**config.mk**
```make
export PLATFORM = sky130hd
export DESIGN_NAME = disp_irq_unit
export DESIGN_NICKNAME = d
export VERILOG_FILES = /design/src/rtl/disp_irq_pkg.sv /design/src/rtl/disp_irq_flags.sv /design/src/rtl/disp_irq_src.sv /design/src/rtl/disp_irq_regif.sv /design/src/rtl/disp_irq_unit.sv
export SDC_FILE = /design/constraint.sdc
export NUM_CORES = 1
export LEC_CHECK = 0
export BUFFER_PORTS_ARGS = -buffer_cell sky130_fd_sc_hd__buf_2
export CORE_ASPECT_RATIO = 0.75
export CORE_MARGIN = 2
export CORE_UTILIZATION = 34
export CTS_CLUSTER_DIAMETER = 60
export DETAILED_ROUTE_END_ITERATION = 6
export PLACE_DENSITY = 0.76
export SETUP_SLACK_MARGIN = 0.15
export SYNTH_ARGS = -nofsm -noshare
export SYNTH_HDL_FRONTEND = slang
export SYNTH_SLANG_ARGS = --single-unit
```
**constraint.sdc**
```tcl
create_clock -name clk -period 1.49 [get_ports clk]
set_clock_uncertainty 0.2 [all_clocks]
set_input_delay 0.0745 -clock clk [delete_from_list [all_inputs] [get_ports clk]]
set_output_delay 0.0745 -clock clk [all_outputs]
set_load 0.01 [all_outputs]
```
**src/rtl/disp_irq_pkg.sv**
```systemverilog
package disp_irq_pkg;
   localparam int EVT_COUNT = 3;

   // flag positions in the control word; the enable for a flag sits ENA_LSB above it
   typedef enum int {
      EV_VEND   = 0,
      EV_VSTART = 1,
      EV_FSTART = 2
   } evt_idx_e;

   function automatic int ena_pos(input int ena_lsb, input evt_idx_e ev);
      return ena_lsb + int'(ev);
   endfunction
endpackage

```
**src/rtl/disp_irq_flags.sv**
```systemverilog
module disp_irq_flags #(
   parameter int N_EVT   = 3,
   parameter int DATA_W  = 32,
   parameter int ENA_LSB = 8
) (
   input  logic              clk,
   input  logic              rst_n,
   input  logic [N_EVT-1:0]  evt_i,
   input  logic              wr_i,
   input  logic [DATA_W-1:0] wdata_i,
   output logic [N_EVT-1:0]  stat_o,
   output logic [N_EVT-1:0]  ena_o,
   output logic              irq_o
);
   if (ENA_LSB < N_EVT || ENA_LSB + N_EVT > DATA_W) begin : g_bad_layout
      $error("disp_irq_flags: enable field overlaps flags or exceeds data width");
   end

   for (genvar i = 0; i < N_EVT; i++) begin : g_bit
      logic stat_q;
      logic ena_q;

      always_ff @(posedge clk or negedge rst_n) begin
         if (!rst_n) begin
            stat_q <= 1'b0;
            ena_q  <= 1'b0;
         end else begin
            if (evt_i[i])
               stat_q <= 1'b1;
            else if (wr_i && !wdata_i[i])
               stat_q <= 1'b0;
            if (wr_i)
               ena_q <= wdata_i[ENA_LSB+i];
         end
      end

      assign stat_o[i] = stat_q;
      assign ena_o[i]  = ena_q;

      AST_EVT_SETS_FLAG: assert property (@(posedge clk) disable iff (!rst_n)
         evt_i[i] |=> stat_q);
      AST_EVT_BEATS_CLEAR: assert property (@(posedge clk) disable iff (!rst_n)
         (evt_i[i] && wr_i && !wdata_i[i]) |=> stat_q);
      AST_NO_SW_SET: assert property (@(posedge clk) disable iff (!rst_n)
         (!stat_q && !evt_i[i]) |=> !stat_q);
      AST_ENA_LOADS: assert property (@(posedge clk) disable iff (!rst_n)
         wr_i |=> (ena_q == $past(wdata_i[ENA_LSB+i])));
   end

   assign irq_o = |(stat_o & ena_o);
endmodule

```
**src/rtl/disp_irq_src.sv**
```systemverilog
module disp_irq_src #(
   parameter int N_EVT = 3
) (
   input  logic             clk,
   input  logic             rst_n,
   input  logic [N_EVT-1:0] evt_i,
   input  logic             chan_i,
   output logic             sub_o
);
   logic sub_q;

   always_ff @(posedge clk or negedge rst_n) begin
      if (!rst_n)
         sub_q <= 1'b0;
      else if (|evt_i)
         sub_q <= chan_i;
   end

   assign sub_o = sub_q;

   AST_SRC_TAKES_TAG: assert property (@(posedge clk) disable iff (!rst_n)
      (|evt_i) |=> (sub_q == $past(chan_i)));
   AST_SRC_HOLDS: assert property (@(posedge clk) disable iff (!rst_n)
      (evt_i == '0) |=> $stable(sub_q));
endmodule

```
**src/rtl/disp_irq_regif.sv**
```systemverilog
module disp_irq_regif #(
   parameter int N_EVT     = 3,
   parameter int DATA_W    = 32,
   parameter int ADDR_W    = 4,
   parameter int ENA_LSB   = 8,
   parameter int SRC_BIT   = 10,
   parameter int CTRL_ADDR = 0,
   parameter int SRC_ADDR  = 1,
   parameter bit RD_REG    = 1'b1
) (
   input  logic              clk,
   input  logic              rst_n,
   input  logic              bus_rd,
   input  logic              bus_wr,
   input  logic [ADDR_W-1:0] bus_addr,
   input  logic [N_EVT-1:0]  stat_i,
   input  logic [N_EVT-1:0]  ena_i,
   input  logic              sub_i,
   output logic              ctrl_wr_o,
   output logic [DATA_W-1:0] rdata_o
);
   localparam logic [ADDR_W-1:0] CTRL_A = ADDR_W'(CTRL_ADDR);
   localparam logic [ADDR_W-1:0] SRC_A  = ADDR_W'(SRC_ADDR);

   if (CTRL_ADDR == SRC_ADDR) begin : g_bad_map
      $error("disp_irq_regif: both words share one address");
   end
   if (SRC_BIT >= DATA_W) begin : g_bad_src
      $error("disp_irq_regif: source bit outside data word");
   end

   logic              hit_ctrl;
   logic              hit_src;
   logic [DATA_W-1:0] ctrl_word;
   logic [DATA_W-1:0] src_word;
   logic [DATA_W-1:0] rd_next;

   assign hit_ctrl  = (bus_addr == CTRL_A);
   assign hit_src   = (bus_addr == SRC_A);
   assign ctrl_wr_o = bus_wr && hit_ctrl;

   always_comb begin
      ctrl_word                    = '0;
      ctrl_word[N_EVT-1:0]         = stat_i;
      ctrl_word[ENA_LSB +: N_EVT]  = ena_i;
      src_word                     = '0;
      src_word[SRC_BIT]            = sub_i;
      if (hit_ctrl)
         rd_next = ctrl_word;
      else if (hit_src)
         rd_next = src_word;
      else
         rd_next = '0;
   end

   if (RD_REG) begin : g_rd_flop
      logic [DATA_W-1:0] rdata_q;
      always_ff @(posedge clk or negedge rst_n) begin
         if (!rst_n)
            rdata_q <= '0;
         else if (bus_rd)
            rdata_q <= rd_next;
      end
      assign rdata_o = rdata_q;

      if (ENA_LSB > N_EVT) begin : g_gap_chk
         AST_GAP_READS_ZERO: assert property (@(posedge clk) disable iff (!rst_n)
            (bus_rd && hit_ctrl) |=> (rdata_o[ENA_LSB-1:N_EVT] == '0));
      end
   end else begin : g_rd_comb
      assign rdata_o = rd_next;
   end
endmodule

```
**src/rtl/disp_irq_unit.sv**
```systemverilog
module disp_irq_unit
   import disp_irq_pkg::*;
#(
   parameter int DATA_W    = 32,
   parameter int ADDR_W    = 4,
   parameter int ENA_LSB   = 8,
   parameter int SRC_BIT   = 10,
   parameter int CTRL_ADDR = 0,
   parameter int SRC_ADDR  = 1,
   parameter bit RD_REG    = 1'b1
) (
   input  logic              clk,
   input  logic              rst_n,
   input  logic              bus_rd,
   input  logic              bus_wr,
   input  logic [ADDR_W-1:0] bus_addr,
   input  logic [DATA_W-1:0] bus_wdata,
   output logic [DATA_W-1:0] bus_rdata,
   input  logic              evt_fstart,
   input  logic              evt_vstart,
   input  logic              evt_vend,
   input  logic              evt_chan,
   output logic              irq
);
   localparam int N_EVT = EVT_COUNT;
   localparam logic [ADDR_W-1:0] SRC_A = ADDR_W'(SRC_ADDR);

   logic [N_EVT-1:0] evt_vec;
   logic [N_EVT-1:0] stat;
   logic [N_EVT-1:0] ena;
   logic             sub_flag;
   logic             ctrl_wr;

   always_comb begin
      evt_vec                  = '0;
      evt_vec[int'(EV_VEND)]   = evt_vend;
      evt_vec[int'(EV_VSTART)] = evt_vstart;
      evt_vec[int'(EV_FSTART)] = evt_fstart;
   end

   disp_irq_regif #(
      .N_EVT(N_EVT), .DATA_W(DATA_W), .ADDR_W(ADDR_W), .ENA_LSB(ENA_LSB),
      .SRC_BIT(SRC_BIT), .CTRL_ADDR(CTRL_ADDR), .SRC_ADDR(SRC_ADDR), .RD_REG(RD_REG)
   ) u_regif (
      .clk(clk), .rst_n(rst_n), .bus_rd(bus_rd), .bus_wr(bus_wr), .bus_addr(bus_addr),
      .stat_i(stat), .ena_i(ena), .sub_i(sub_flag),
      .ctrl_wr_o(ctrl_wr), .rdata_o(bus_rdata)
   );

   disp_irq_flags #(
      .N_EVT(N_EVT), .DATA_W(DATA_W), .ENA_LSB(ENA_LSB)
   ) u_flags (
      .clk(clk), .rst_n(rst_n), .evt_i(evt_vec), .wr_i(ctrl_wr), .wdata_i(bus_wdata),
      .stat_o(stat), .ena_o(ena), .irq_o(irq)
   );

   disp_irq_src #(
      .N_EVT(N_EVT)
   ) u_src (
      .clk(clk), .rst_n(rst_n), .evt_i(evt_vec), .chan_i(evt_chan), .sub_o(sub_flag)
   );

   AST_IRQ_NEEDS_FLAG: assert property (@(posedge clk) disable iff (!rst_n)
      irq |-> (|stat));
   AST_IRQ_NEEDS_ENA: assert property (@(posedge clk) disable iff (!rst_n)
      irq |-> (|ena));
   AST_SRC_WRITE_IGNORED: assert property (@(posedge clk) disable iff (!rst_n)
      (bus_wr && bus_addr == SRC_A && evt_vec == '0) |=> ($stable(sub_flag) && $stable(stat)));
endmodule

```
==> metrics.md <==
| Metric | Value |
|---|---|
| Sum Neg Setup Slack | `-0.0193 ns` |
| Yosys cell types | `17` |
| Met2 Use GR | `20.7%` |
| Cells after synthesis | `69` |
| Reg clk slew, reported paths | `0.07 ns` |
| Setup WS pre-CTS | `0.0389 ns` |
| Final min period | `between 1.5 and 2 ns` |
| Crit Path Max Fanout | `2` |
| Worst Hold Class | `input port to asynchronous set/reset pin` |
| Max-cap violations | `0` |
| Pwr/cell area | `818 mW/mm²` |
| Core Footprint | `0.00205 mm²` |
| Layout Nets | `158` |
| Yosys Warn Count | `0` |
| Final WL | `roughly 1500 µm` |
| Num ports | `77` |
| Cell Int Power | `0.000589 W` |
| CP Class | `register to primary output` |
| Seq pwr share | `49.7%` |
| CP max stage cell | `dfrtp_1` |
| Violated checks | `setup timing` |
| Synthesized area per cell | `around 11 µm²` |
| Worst R2R Start | `u_flags.g_bit[0].ena_q` |
| Met3 GRT Util | `under 10%` |
| Post-route ant nets | `0` |
| Mapped Area | `749 µm²` |
| Largest stage delay, worst path | `about 0.38 ns` |
| Max VDD drop | `0.570 mV` |
| Num CTS Buffers | `3` |
| Sw Share | `27.1%` |
| Post-DR wirelength/cell | `~11 µm` |
| Comb power frac | `23.7%` |
| Routed vias/inst | `between 4 and 5` |
| Number of port buffers | `24` |
| Max-slew violations | `0` |
| Worst-path cell chain | `a222oi_1 -> inv_1 -> buf_2` |
| Gr usage total | `12.2%` |
| Endpoints failing setup | `1` |
| CTS tree | `built` |
| Clock tree sinks | `13` |
| Rows | `14` |
| RD Place Congestion | `between 0.6 and 0.7` |
| Crit path arrival time | `1.23 ns` |
| # diodes | `0` |
| Die X | `58.2 µm` |
| CP bufs+invs | `2` |
| Drt drc | `0` |
| RSZ-0062 raised after global routing | `yes` |
| Gr ovfl total | `0` |
| Clock Power Share | `26.6%` |
| Die ar. | `0.00260 mm²` |
| FF-to-FF setup slack | `0.28 ns` |
| Sequential fraction of the synthesis area | `43.4%` |
| Final Hold Fails | `0` |
| H-tree levels | `1` |
| Flops & latches, synth | `13` |
| Layout cell share with drive strength beyond 1 | `between 30 and 40%` |
| Status | `finished with violations` |
| Height of the die | `44.7 µm` |
| Initial DRC Count | `11` |
| Final WS setup | `-0.0193 ns` |
| Total Power | `0.000808 W` |
| Sw power | `0.000219 W` |
| Via count | `around 580` |
| Vias in the first global route | `528` |
| Final worst-path cycle share | `101%` |
| Hpwl dp | `roughly 1100 µm` |
| Initial DRT Pass Iterations | `4` |
| Largest net degree at the start of global routing | `14` |
| Max Root-Sink Buffers | `2` |
| Most common cell after layout, fill and taps aside | `conb_1` |
| Max Freq | `663 MHz` |
| R2R depth | `3` |
| Commonest non-fill, non-tap cells in the layout | `conb_1, buf_2, dfrtp_1, dlygate4sd3_1` |
| Critical Path RT | `1.22 ns` |
| Kind of start point of the critical path | `register` |
| Filler cell count | `195` |
| Worst flop-to-flop path endpoint | `u_flags.g_bit[0].ena_q` |
| Nature of the critical path endpoint | `primary output` |
| Leakage power | `0.526 nW` |
| Crit-path leading delay family | `flip-flops` |
| Layer with the highest usage | `met2` |
| Global-route wire length before repair | `2250 µm` |
| Initial Util | `36.6%` |
| Clk_lat worst skew | `about 0.28 ns` |
| Met1 usage | `12.8%` |
| Clock Root Buffer | `clkbuf_4` |
| Synth-to-Final Area Change | `31.7%` |
| Initial antenna violation count | `0` |
-- worst max-delay path by stage --
stage                     depth (start not counted)                    start  slack (ns)                      to
after floorplan                                   4              bus_addr[1]        0.28  u_flags.g_bit[0].ena_q
after global placement                            4              bus_addr[1]        0.07  u_flags.g_bit[2].ena_q
after detailed placement                          4              bus_addr[1]        0.04  u_flags.g_bit[2].ena_q
after CTS                                         3   u_flags.g_bit[0].ena_q       -0.03                     irq
after global routing                              3   u_flags.g_bit[0].ena_q       -0.07                     irq
final                                             3  u_flags.g_bit[0].stat_q       -0.02                     irq
-- cells in the mapped netlist (all sizes together) --
cell    number  share of area, %
a21oi        3               2.0
a222oi       1               1.3
a22o         5               5.8
and2         2               1.8
buf         27                28
conb         1              0.50
dfrtp       13                43
inv          2               1.0
mux2         5               9.0
mux2i        1               1.3
nor2         6               3.0
nor3         1              0.67
nor4         2               2.5
-- cell families after synthesis --
family                 after synthesis  share of synthesized area [%]
and+or+nand+nor                     11                           8.01
buffers and inverters               29                           28.5
DFF                                 13                           43.4
other                                1                          0.500
AOI/OAI and AO/OA                    9                           9.18
muxes                                6                           10.3
-- worst reg2reg max path, delay by kind of cell, from the launching register on --
family / cells / cell delay (ns)
buffers and inverters: 2 / 0.25
flip-flops: 1 / 0.39
multiplexers: 1 / 0.26
-- sequential cells by signal, indices dropped and copies added (netlist names) --
signal and cells:
u_src.sub_o 1, u_flags.g_bit.ena_q 3, u_regif.rdata_o 6, u_flags.g_bit.stat_q 3
-- power by group through the flow --
stage                     Clock (W)  Combinational (W)  Sequential (W)
after floorplan                   0           0.000139        0.000405
after global placement            0           0.000141        0.000407
after detailed placement          0           0.000144        0.000410
after CTS                  0.000221           0.000180        0.000400
after global routing       0.000233           0.000211        0.000405
final                      0.000215           0.000192        0.000401
-- layer usage --
metal	wire (µm)	up-vias	part of all wire, %
li1	-	271	-
met1	591	267	40
met2	726	32	49
met3	130	5	8.8
met4	25	0	1.7
met5	0	-	0
-- stage by stage --
step           utilization [%]  std cells  hold WS [ns]  cell area, µm²
3_3_place_gp              38.8        116        -0.237             795
6_report                  48.2        137        0.0183             987
4_1_cts                   47.0        135       0.00931             963
3_5_place_dp              38.8        116        -0.229             795
2_1_floorplan                -         94        -0.421             843
5_1_grt                   48.2        137        0.0259             987
-- what timing repair did --
action	in CTS	in global routing
endpoints found under the hold margin	21	2
pin swaps	1	2
resized for setup	0	2
buffers inserted	3	2
endpoints found under the setup margin	1	2
hold buffers	12	1
-- layout make-up --
type	instances	area (µm²)	area share, %
Multi-Input combinational cell	52	313	31.7
Tap cell	24	30.0	3.04
Timing Repair Buffer	42	285	28.9
Inverter	2	7.51	0.760
Clock buffer	4	26.3	2.66
Sequential cell	13	325	33.0
(Power assumes the default switching activity.)
